$ cat src/rtl/cal_pkg.sv
package cal_pkg;

  localparam int ADDR_W        = 4;
  localparam int NUM_TIME_REGS = 10;

  localparam int IX_SEC     = 0;
  localparam int IX_SEC_AL  = 1;
  localparam int IX_MIN     = 2;
  localparam int IX_MIN_AL  = 3;
  localparam int IX_HOUR    = 4;
  localparam int IX_HOUR_AL = 5;
  localparam int IX_WDAY    = 6;
  localparam int IX_MDAY    = 7;
  localparam int IX_MON     = 8;
  localparam int IX_YEAR    = 9;
  localparam int IX_CTRL_A  = 10;
  localparam int IX_CTRL_B  = 11;
  localparam int IX_FLAGS   = 12;
  localparam int IX_STATUS  = 13;

  typedef struct packed {
    logic [7:0] yoff;   // years since BASE_YEAR
    logic [3:0] mon;    // 1..12
    logic [4:0] mday;   // 1..31
    logic [2:0] wday;   // 0..6
    logic [4:0] hour;   // 0..23
    logic [5:0] min;
    logic [5:0] sec;
  } cal_time_t;

  // Value (0..99) to register byte in the chosen encoding.
  function automatic logic [7:0] enc_val(input logic [6:0] v, input logic bin);
    logic [6:0] tens, ones;
    tens = v / 7'd10;
    ones = v % 7'd10;
    if (bin) return {1'b0, v};
    return {tens[3:0], ones[3:0]};
  endfunction

  // Register byte to value in the chosen encoding.
  function automatic logic [7:0] dec_val(input logic [7:0] b, input logic bin);
    if (bin) return b;
    return ({4'd0, b[7:4]} * 8'd10) + {4'd0, b[3:0]};
  endfunction

  function automatic logic [7:0] enc_hour(input logic [4:0] h, input logic bin, input logic h24);
    logic [4:0] h12;
    logic [7:0] e;
    if (h24) return enc_val({2'b00, h}, bin);
    if (h == 5'd0)       h12 = 5'd12;
    else if (h > 5'd12)  h12 = h - 5'd12;
    else                 h12 = h;
    e = enc_val({2'b00, h12}, bin);
    return {(h >= 5'd12), e[6:0]};
  endfunction

  function automatic logic [4:0] dec_hour(input logic [7:0] b, input logic bin, input logic h24);
    logic [7:0] v;
    if (h24) begin
      v = dec_val(b, bin);
      return v[4:0];
    end
    v = dec_val({1'b0, b[6:0]}, bin);
    if (v == 8'd12) return b[7] ? 5'd12 : 5'd0;
    return b[7] ? (v[4:0] + 5'd12) : v[4:0];
  endfunction

  function automatic logic [4:0] days_in_month(input logic [3:0] mon, input logic [11:0] yr);
    logic leap;
    leap = (yr % 12'd4 == 12'd0) && ((yr % 12'd100 != 12'd0) || (yr % 12'd400 == 12'd0));
    case (mon)
      4'd2:                    return leap ? 5'd29 : 5'd28;
      4'd4, 4'd6, 4'd9, 4'd11: return 5'd30;
      default:                 return 5'd31;
    endcase
  endfunction

endpackage

$ cat src/rtl/cal_next_second.sv
module cal_next_second
  import cal_pkg::*;
#(
  parameter int BASE_YEAR = 2000
) (
  input  cal_time_t cur,
  output cal_time_t nxt
);

  logic [11:0] full_year;
  logic [4:0]  dim;

  assign full_year = 12'(BASE_YEAR) + {4'd0, cur.yoff};
  assign dim       = days_in_month(cur.mon, full_year);

  always_comb begin
    nxt = cur;
    if (cur.sec >= 6'd59) begin
      nxt.sec = '0;
      if (cur.min >= 6'd59) begin
        nxt.min = '0;
        if (cur.hour >= 5'd23) begin
          nxt.hour = '0;
          nxt.wday = (cur.wday >= 3'd6) ? 3'd0 : cur.wday + 3'd1;
          if (cur.mday >= dim || cur.mday == 5'd0) begin
            nxt.mday = 5'd1;
            if (cur.mon >= 4'd12) begin
              nxt.mon  = 4'd1;
              nxt.yoff = cur.yoff + 8'd1;
            end else begin
              nxt.mon = cur.mon + 4'd1;
            end
          end else begin
            nxt.mday = cur.mday + 5'd1;
          end
        end else begin
          nxt.hour = cur.hour + 5'd1;
        end
      end else begin
        nxt.min = cur.min + 6'd1;
      end
    end else begin
      nxt.sec = cur.sec + 6'd1;
    end
  end

endmodule

$ cat src/rtl/cal_update_seq.sv
module cal_update_seq #(
  parameter int DELAY_TICKS = 8
) (
  input  logic clk,
  input  logic rst,
  input  logic tick_sec,
  input  logic tick_32k,
  input  logic osc_run,
  output logic advance,
  output logic fire,
  output logic busy
);

  localparam int CW = $clog2(DELAY_TICKS + 1);

  logic [CW-1:0] cnt;

  assign advance = tick_sec & osc_run & ~busy;
  assign fire    = busy & tick_32k & (cnt == CW'(DELAY_TICKS - 1));

  always_ff @(posedge clk) begin
    if (rst) begin
      busy <= 1'b0;
      cnt  <= '0;
    end else if (advance) begin
      busy <= 1'b1;
      cnt  <= '0;
    end else if (busy && tick_32k) begin
      if (fire) begin
        busy <= 1'b0;
        cnt  <= '0;
      end else begin
        cnt <= cnt + 1'b1;
      end
    end
  end

endmodule

$ cat src/rtl/cal_clock.sv
module cal_clock
  import cal_pkg::*;
#(
  parameter int DELAY_TICKS = 8,
  parameter int BASE_YEAR   = 2000,
  parameter int RESET_WDAY  = 6
) (
  input  logic              clk,
  input  logic              rst,
  input  logic              tick_sec,
  input  logic              tick_32k,
  input  logic              wr_en,
  input  logic [ADDR_W-1:0] wr_addr,
  input  logic [7:0]        wr_data,
  input  logic              rd_en,
  input  logic [ADDR_W-1:0] rd_addr,
  output logic [7:0]        rd_data,
  output logic              irq
);

  localparam int NTR = NUM_TIME_REGS;

  logic [7:0] tregs [NTR];
  logic [7:0] mreg  [NTR];
  logic [6:0] ctl_a;
  logic [7:0] ctl_b;
  logic       uip;
  logic       fl_irq, fl_al, fl_up;
  cal_time_t  cur, nxt, dec_t;

  logic advance, fire, busy, osc_run;
  logic bin, h24, set_mode;
  logic [7:0] mb;
  logic is_time_wr, set_release, load, wr_b, rd_flags;
  logic [7:0] v_sec, v_min, v_hour, v_wday, v_mday, v_mon, v_year;
  logic alarm_hit;

  assign osc_run  = (ctl_a[6:4] == 3'b010);
  assign bin      = ctl_b[2];
  assign h24      = ctl_b[1];
  assign set_mode = ctl_b[7];
  assign irq      = fl_irq;

  cal_update_seq #(.DELAY_TICKS(DELAY_TICKS)) u_seq (
    .clk(clk), .rst(rst), .tick_sec(tick_sec), .tick_32k(tick_32k),
    .osc_run(osc_run), .advance(advance), .fire(fire), .busy(busy)
  );

  cal_next_second #(.BASE_YEAR(BASE_YEAR)) u_next (
    .cur(cur), .nxt(nxt)
  );

  // Register contents as they stand after a pending write, for decoding.
  assign wr_b = wr_en && (wr_addr == ADDR_W'(IX_CTRL_B));
  assign mb   = wr_b ? wr_data : ctl_b;

  always_comb begin
    for (int i = 0; i < NTR; i++)
      mreg[i] = (wr_en && wr_addr == ADDR_W'(i)) ? wr_data : tregs[i];
  end

  always_comb begin
    logic [7:0] t;
    dec_t = cur;
    t = dec_val(mreg[IX_SEC], mb[2]);  dec_t.sec  = t[5:0];
    t = dec_val(mreg[IX_MIN], mb[2]);  dec_t.min  = t[5:0];
    dec_t.hour = dec_hour(mreg[IX_HOUR], mb[2], mb[1]);
    t = dec_val(mreg[IX_WDAY], mb[2]); dec_t.wday = t[2:0];
    t = dec_val(mreg[IX_MDAY], mb[2]); dec_t.mday = t[4:0];
    t = dec_val(mreg[IX_MON], mb[2]);  dec_t.mon  = t[3:0];
    dec_t.yoff = dec_val(mreg[IX_YEAR], mb[2]);
  end

  always_comb begin
    is_time_wr = 1'b0;
    if (wr_en) begin
      case (int'(wr_addr))
        IX_SEC, IX_MIN, IX_HOUR, IX_WDAY, IX_MDAY, IX_MON, IX_YEAR: is_time_wr = 1'b1;
        default: is_time_wr = 1'b0;
      endcase
    end
  end

  assign set_release = wr_b && !wr_data[7] && set_mode;
  assign load        = (is_time_wr && !set_mode) || set_release;
  assign rd_flags    = rd_en && (rd_addr == ADDR_W'(IX_FLAGS));

  // Current time in the selected display format.
  always_comb begin
    logic [7:0] yy;
    yy     = cur.yoff % 8'd100;
    v_sec  = enc_val({1'b0, cur.sec}, bin);
    v_min  = enc_val({1'b0, cur.min}, bin);
    v_hour = enc_hour(cur.hour, bin, h24);
    v_wday = enc_val({4'd0, cur.wday}, bin);
    v_mday = enc_val({2'd0, cur.mday}, bin);
    v_mon  = enc_val({3'd0, cur.mon}, bin);
    v_year = enc_val(yy[6:0], bin);
  end

  function automatic logic al_match(input logic [7:0] al, input logic [7:0] v);
    return (al[7:6] == 2'b11) || (al == v);
  endfunction

  assign alarm_hit = ctl_b[5] && al_match(tregs[IX_SEC_AL], v_sec)
                   && al_match(tregs[IX_MIN_AL], v_min) && al_match(tregs[IX_HOUR_AL], v_hour);

  always_ff @(posedge clk) begin
    if (rst) begin
      cur      <= '{yoff: 8'd0, mon: 4'd1, mday: 5'd1, wday: 3'(RESET_WDAY),
                    hour: 5'd0, min: 6'd0, sec: 6'd0};
    end else if (advance) begin
      cur <= nxt;
    end else if (load) begin
      cur <= dec_t;
    end
  end

  always_ff @(posedge clk) begin
    if (rst) begin
      for (int i = 0; i < NTR; i++) tregs[i] <= 8'h00;
      tregs[IX_WDAY] <= 8'(RESET_WDAY);
      tregs[IX_MDAY] <= 8'h01;
      tregs[IX_MON]  <= 8'h01;
    end else begin
      if (fire && !set_mode) begin
        tregs[IX_SEC]  <= v_sec;
        tregs[IX_MIN]  <= v_min;
        tregs[IX_HOUR] <= v_hour;
        tregs[IX_WDAY] <= v_wday;
        tregs[IX_MDAY] <= v_mday;
        tregs[IX_MON]  <= v_mon;
        tregs[IX_YEAR] <= v_year;
      end
      for (int i = 0; i < NTR; i++)
        if (wr_en && wr_addr == ADDR_W'(i)) tregs[i] <= wr_data;
    end
  end

  always_ff @(posedge clk) begin
    if (rst) begin
      ctl_a <= 7'h26;
      ctl_b <= 8'h02;
      uip   <= 1'b0;
    end else begin
      if (wr_en && wr_addr == ADDR_W'(IX_CTRL_A)) ctl_a <= wr_data[6:0];
      if (wr_b) ctl_b <= wr_data;
      if (advance && !set_mode) uip <= 1'b1;
      if (fire) uip <= 1'b0;
      if (wr_b && wr_data[7]) uip <= 1'b0;
    end
  end

  always_ff @(posedge clk) begin
    if (rst) begin
      fl_irq <= 1'b0;
      fl_al  <= 1'b0;
      fl_up  <= 1'b0;
    end else begin
      if (rd_flags) begin
        fl_irq <= 1'b0;
        fl_al  <= 1'b0;
        fl_up  <= 1'b0;
      end
      if (fire && alarm_hit) begin
        fl_irq <= 1'b1;
        fl_al  <= 1'b1;
      end
      if (fire && ctl_b[4]) begin
        fl_irq <= 1'b1;
        fl_up  <= 1'b1;
      end
    end
  end

  always_ff @(posedge clk) begin
    if (rst) begin
      rd_data <= 8'h00;
    end else if (rd_en) begin
      rd_data <= 8'h00;
      for (int i = 0; i < NTR; i++)
        if (rd_addr == ADDR_W'(i)) rd_data <= tregs[i];
      if (rd_addr == ADDR_W'(IX_CTRL_A)) rd_data <= {uip, ctl_a};
      if (rd_addr == ADDR_W'(IX_CTRL_B)) rd_data <= ctl_b;
      if (rd_addr == ADDR_W'(IX_FLAGS))  rd_data <= {fl_irq, 1'b0, fl_al, fl_up, 4'h0};
      if (rd_addr == ADDR_W'(IX_STATUS)) rd_data <= 8'h80;
    end
  end

endmodule

$ cat config.mk
export PLATFORM = sky130hd
export DESIGN_NAME = cal_clock
export DESIGN_NICKNAME = d
export VERILOG_FILES = /design/src/rtl/cal_pkg.sv /design/src/rtl/cal_next_second.sv /design/src/rtl/cal_update_seq.sv /design/src/rtl/cal_clock.sv
export SDC_FILE = /design/constraint.sdc
export NUM_CORES = 1
export LEC_CHECK = 0
export ABC_AREA = 1
export BUFFER_PORTS_ARGS = -buffer_cell sky130_fd_sc_hd__buf_2
export CAP_MARGIN = 30
export CORE_ASPECT_RATIO = 0.75
export CORE_MARGIN = 1
export CORE_UTILIZATION = 55
export DETAILED_ROUTE_END_ITERATION = 8
export PLACE_DENSITY = 0.74
export SLEW_MARGIN = 20
export SYNTH_ARGS = -nofsm -noshare
export SYNTH_HDL_FRONTEND = slang
export SYNTH_SLANG_ARGS = --single-unit
$ cat constraint.sdc
create_clock -name clk -period 4.74 [get_ports clk]
set_clock_uncertainty 0.1 [all_clocks]
set_input_delay 0.948 -clock clk [delete_from_list [all_inputs] [get_ports clk]]
set_output_delay 0.948 -clock clk [all_outputs]
set_load 0.02 [all_outputs]
Yosys cells after proc, flatten, opt, wreduce, memory -nomap -nowiden
Memory sizes are Yosys's and may differ from the RTL's.
Cells that the tools add are included.
- register bits: 69
- RAM bits: 80
- bits of input ports: 22
- output and inout bits: 9
- word-level logic and storage cells: 353
- memories: 1
- memories (memory ; words ; width ; read ports ; clocked after Yosys merged registers in ; wr ports ; line ; text):
    tregs ; 10 ; 8 ; 10 ; 0 ; 10 ; cal_clock.sv:23 ; logic [7:0] tregs [NTR];
- add/subtract/negate cells: 19
- multipliers: 8
- div/mod/pow operators: 19
- magnitude comparators: 8
- equality and inequality tests: 43
- muxes and demuxes: 156
- bitwise operators: 25
- reduce and logical (&&, ||, !) cells: 57
- operator list (cell ; count):
    $mux 8 ; 63
    $mux 37 ; 2
    $mux 5 ; 14
    $mux 1 ; 55
    $eq 4x4->1 const B ; 12
    $eq 4x3->1 const B ; 11
    $mux 6 ; 6
    $mux 31 ; 1
    $logic_and 1x1->1 ; 26
    $mux 25 ; 1
    $eq 8x8->1 ; 3
    $logic_not 12->1 ; 2
    $div 5x4->7 const B ; 3
    $mod 5x4->7 const B ; 3
    $eq 4x2->1 const B ; 5
    $mux 20 ; 1
    $mux 4 ; 5
    $or 1x1->1 ; 20
    $div 6x4->7 const B ; 2
    $mod 6x4->7 const B ; 2
    $mux 7 ; 2
    $add 11x8->12 const A ; 1
    $add 6x1->6 const B ; 2
    $add 6x4->6 ; 2
    other kinds (59) ; 91

Logic depth before layout (Yosys ltp)
- word-level depth: 15
- depth in mapped cells: 34
- mapped depth without buffers: 34

Modules after synthesis
From an unflattened synthesis, not the netlist that was laid out.
- cell total of the unflattened synthesis: 1827
- area, all modules: 12579.6 sq um
- modules (own cells, without submodules) (module ; times used ; cells each ; area an instance (sq um)):
    cal_clock ; 1 ; 1473 ; 10667.7
    cal_next_second ; 1 ; 313 ; 1632.8
    cal_update_seq ; 1 ; 41 ; 279.0

Least setup slack after synthesis
Ideal clock, no wire load.
- kind: reg-to-reg
- from: register, netlist name cur[33]
- to: register, netlist name cur[36]
- setup time: 95 ps
- arrival time: 3828 ps
- required time: 4545 ps
- path slack: 717 ps
- cell stages (with the launch flop): 33
- buffers on the path: 1
- clock period less this slack: 4023 ps
- path through: dfxtp_1 > buf_6 > inv_1 > ha_1 > nor2_1 > inv_1 > a21oi_1 > nor2_1 > inv_1 > o21ai_0 > nand4_1 > nand2_1 > inv_1 > nand2_1 > nand2_1 > nor3_1 > nand3_1 > nor2_1 > o21ai_1 > nand2_1 > nand2_1 > ha_1 > o21ai_0 > inv_1 > o21ai_0 > nand3_1 > inv_1 > nor2_2 > inv_2 > nor2_4 > inv_2 > nor2_1 > a221oi_1
- word-level cells in the longest chain between the ends: 11
- elaborated cells on any way between the ends: 20
- RTL lines (what ; line ; text):
    $add 11x8->12 ; cal_next_second.sv:13 ; assign full_year = 12'(BASE_YEAR) + {4'd0, cur.yoff};
    $mod 12x7->12 / $mod 12x9->12 (equally long branches) ; cal_pkg.sv:70 ; leap = (yr % 12'd4 == 12'd0) && ((yr % 12'd100 != 12'd0) || (yr % 12'd400 == 12'd0));
    $reduce_bool 12->1 / $logic_not 12->1 (equally long branches) ; cal_pkg.sv:70 ;
    $logic_or 1x1->1 ; cal_pkg.sv:70 ;
    $logic_and 1x1->1 ; cal_pkg.sv:70 ;
    $mux 1 ; cal_pkg.sv:72 ; 4'd2: return leap ? 5'd29 : 5'd28;
    $pmux 5 s2 ; cal_pkg.sv:71 ; case (mon)
    $ge 5x5->1 ; cal_next_second.sv:25 ; if (cur.mday >= dim || cur.mday == 5'd0) begin
    $logic_or 1x1->1 ; cal_next_second.sv:25 ;
    $ne 2x1->1 (no line) ; - ;
    $reduce_and 6->1 (no line) ; - ;
Parallel ways exist; a longest one is shown, timed or not. The select of a mux whose other input is x is not followed.
A chain may end at the register's enable or synchronous reset.

Final worst setup path
- from: register, netlist name cur[33]
- to: register, netlist name cur[33]
- word-level cells in the longest chain between the ends: 11
- elaborated cells on any way between the ends: 20
- RTL lines (what ; line):
    $add 11x8->12 ; cal_next_second.sv:13
    $mod 12x7->12 / $mod 12x9->12 (equally long branches) ; cal_pkg.sv:70
    $reduce_bool 12->1 / $logic_not 12->1 (equally long branches) ; cal_pkg.sv:70
    $logic_or 1x1->1 ; cal_pkg.sv:70
    $logic_and 1x1->1 ; cal_pkg.sv:70
    $mux 1 ; cal_pkg.sv:72
    $pmux 5 s2 ; cal_pkg.sv:71
    $ge 5x5->1 ; cal_next_second.sv:25
    $logic_or 1x1->1 ; cal_next_second.sv:25
    $ne 2x1->1 (no line) ; -
    $reduce_and 6->1 (no line) ; -
Parallel ways exist; a longest one is shown, timed or not. The select of a mux whose other input is x is not followed.

==> results.cfg <==
[power_and_ir_drop]
switching_share_pct = 35.4
comb_power_share_pct = 31.4
power_frac_seq_pct = 34.5
p_clk_share_pct = 34.0
power_switching_w = 0.00158
finalPower_w = 0.00446
vdd_ir_drop_max_mv = 0.263
power_density_mw_per_mm2 = 330
intPower_w = 0.00288
leakage_nw = 5.97

[synth]
async_reset_ff_share_pct = 0
synth_mux_area_share_pct = 0.266
synth.cell_area_mm2 = 0.0122
synth_top_area_cell = edfxtp_1
synth_edf_count = 80
synth_top_area_share_pct = 19.6
synth.area.top_cells = edfxtp_1 20%, dfxtp_1 11%, nand2_1 9.9%, ha_1 7.8%, o21ai_0 7.5%
synthCells = 1733
synth_xor_area_share_pct = 3.01
syn-num-nets = 1838
synth_top_family_by_area = simple AND/OR/NAND/NOR gates
synth_compound_area_share_pct = 22.3
synthSimpleGateAreaFrac_pct = 25.1
synth_top_flop_cell = edfxtp_1
yosysSeqAreaShare_pct = 30.9
synth_seq_cells = 149
synth-warning-count = 0
synthAdderAreaFrac_pct = 8.91
synth_cell_type_count = 64
avgSynthCellArea_um2 = 7.07

[layout]
drive_above_1_share_pct = 10.7
layout.nets = 1873
syn2layout_area_growth_pct = 10.2
multi_input_area_mm2 = 0.00732
fin_util_pct = 62.9
fillers = 1938
seqCellArea_mm2 = 0.00379

[worst_setup_path]
critPathMostFrequentCell = nand2_1
reg2reg_from = cur[33]
crit_cells = 32
cp_top_family = simple AND/OR/NAND/NOR gates
crit_end = cur[33]
cp.arrival_ps = 4570
critPathBufInv = 6
crit_fanout = 8
crit_path_start_kind = register
crit_type = register to register
r2r_cells = 32
max_stage_delay_ps = 370
crit-reg2reg-capture = cur[33]
crit_required_ps = 4980
startpoint = cur[33]
critPathCaptureType = register
slowest_stage = dfxtp_4
reg2reg_slack_ps = 410

[global_route]
grt_pass1_wl_mm = 60.4
grt_usage_pct = 34.1
grt-ovfl-total = 0
grt_max_degree = 41
grt_pass1_vias = 10900
antenna_found_initial = 5

[die]
coreArea_mm2 = 0.0215
start_util_pct = 57.1
fp.dieW_um = 174
fp.dieH_um = 131
die-area_mm2 = 0.0229
ios = 31
rows = 46

[sta]
fin_tns_setup_ps = 0
fin_ws_ps = 409
fmaxAchievable_mhz = 231
drv_slew = 0
maxSlewHeadroom_pct = 42.3
finalHoldViolCount = 0
worst_pin_slew_ps = 859
setup_viol = 0
fin_crit_sh_pct = 91.4
min_period_ps = 4330

[cts]
insertion_delay_ps = 440
cts.sinks = 149
path_clk_slew_ps = 70
cts_tree = done
cts_buffers = 17
clockRootBuffer = clkbuf_16
cts.htree.levels = 4
ctsHoldBuffers = 0
cts_buffer_depth = 2

[placed_design]
io_buffers = 30
place_congestion = 0.992
hpwl_mm = 29.1
dp_slack_ps = 87.8

[detailed_routing]
wl_per_cell_um = 18.8
drc_errors = 0
drt_iter0_markers = 1707
avgViaCountPerCell = 5.97
detail_route.first_pass.iterations = 5
routed_wl_mm = 38.9
ant_nets = 0
vias = 12400

[hold_path]
hp-class = register to register

[run]
drv_cap = 0

[run_status]
status = finished, final reports clean
==> cell type report <==
class                      instances  area share (%)
clock buffer                      23            3.39
timing repair buffer              68            3.35
sequential                       149            28.1
tap                              288            2.67
inverter                         250            6.97
multi-input combinational       1282            54.2
antenna                            2          0.0371
clock inverter                     9            1.30
==> power by group through the flow <==
stage          registers [W]  logic, W  clock network (W)
2_1_floorplan        0.00153   0.00104                  0
3_3_place_gp         0.00156   0.00131                  0
3_5_place_dp         0.00156   0.00135                  0
4_1_cts              0.00154   0.00136            0.00151
5_1_grt              0.00155   0.00158            0.00157
6_report             0.00154   0.00140            0.00152
==> worst min-delay path by stage <==
stage                     startpoint         end  slack [ps]  depth (start not counted)
final                     rd_data[3]  rd_data[3]         370                          2
after global routing      rd_data[3]  rd_data[3]         400                          2
after CTS                      fl_up       fl_up         370                          2
after detailed placement       fl_up       fl_up         360                          2
after global placement    rd_data[6]  rd_data[6]         350                          2
after floorplan                fl_up       fl_up         340                          2
==> registers in the layout, summed over array words and instances (netlist names) <==
signal and count:
uip 1, u_seq.cnt 4, fl_up 1, ctl_a 7, irq 1, fl_al 1, u_seq.busy 1, rd_data 8
cur 37, tregs 80, ctl_b 8
==> cells by family after synthesis <==
group	Yosys count
AO/OA/AOI/OAI	457
XOR/XNOR	40
adder cells (fa/ha/maj)	83
buffers and inverters	302
flip-flops	149
multiplexers	3
AND/OR/NAND/NOR	699
==> tightest hold or removal path, delay by kind of cell (launching register included) <==
| kind | cells | cell delay, ps |
|---|---|---|
| simple gates | 1 | 60 |
| flops | 1 | 310 |
| compound gates | 1 | 50 |
==> layer usage <==
metal	wire length (um)	vias up	global-route usage, %
met5	23	-	0
met4	735	4	7.65
met3	5290	59	8.36
met2	15100	687	46.5
met1	17800	5663	52.9
li1	-	5945	-
==> synth_stat cells, types with 4 or more instances <==
library cell / count
o32ai_1: 4
buf_2: 5
nand3_2: 9
inv_1: 232
nand2_4: 8
o21ai_2: 6
fa_1: 7
a22oi_1: 4
buf_1: 5
inv_2: 11
nand2_1: 323
a31oi_1: 14
dfxtp_1: 69
a21oi_1: 106
nor3_1: 19
o22ai_1: 29
a211oi_1: 19
ha_1: 76
clkinv_1: 6
nor2_4: 5
xnor2_1: 12
nand2_2: 19
o21ai_1: 10
nor2_2: 7
o211ai_1: 27
o2111ai_1: 6
o221ai_1: 5
a221oi_1: 22
or2_2: 7
nand4_1: 13
clkbuf_1: 37
o21ai_0: 184
nand3_1: 85
xor2_1: 27
edfxtp_1: 80
nor2_1: 192
==> layout by cell type, fill, tap and decap left out, types with 31 or more instances in the layout <==
cell type    n
a21oi_1    106
buf_2       31
buf_4       36
dfxtp_1     67
edfxtp_1    80
ha_1        76
inv_1      230
nand2_1    321
nand3_1     85
nor2_1     189
o21ai_0    180
==> stage by stage <==
step | area [um2] | hold WS (ps) | std cells
3_3_place_gp | 12800 | 351 | 2028
4_1_cts | 13400 | 365 | 2061
2_1_floorplan | 12200 | 339 | 1733
3_5_place_dp | 12800 | 356 | 2029
6_report | 13500 | 368 | 2071
5_1_grt | 13500 | 397 | 2071
==> repair_timing <==
item | 4_1_cts | 5_1_grt
setup endpoints to repair | 0 | 15
buffers inserted | 0 | 7
resized for setup | 0 | 14
Note: power is estimated with default switching activity, not from simulation.
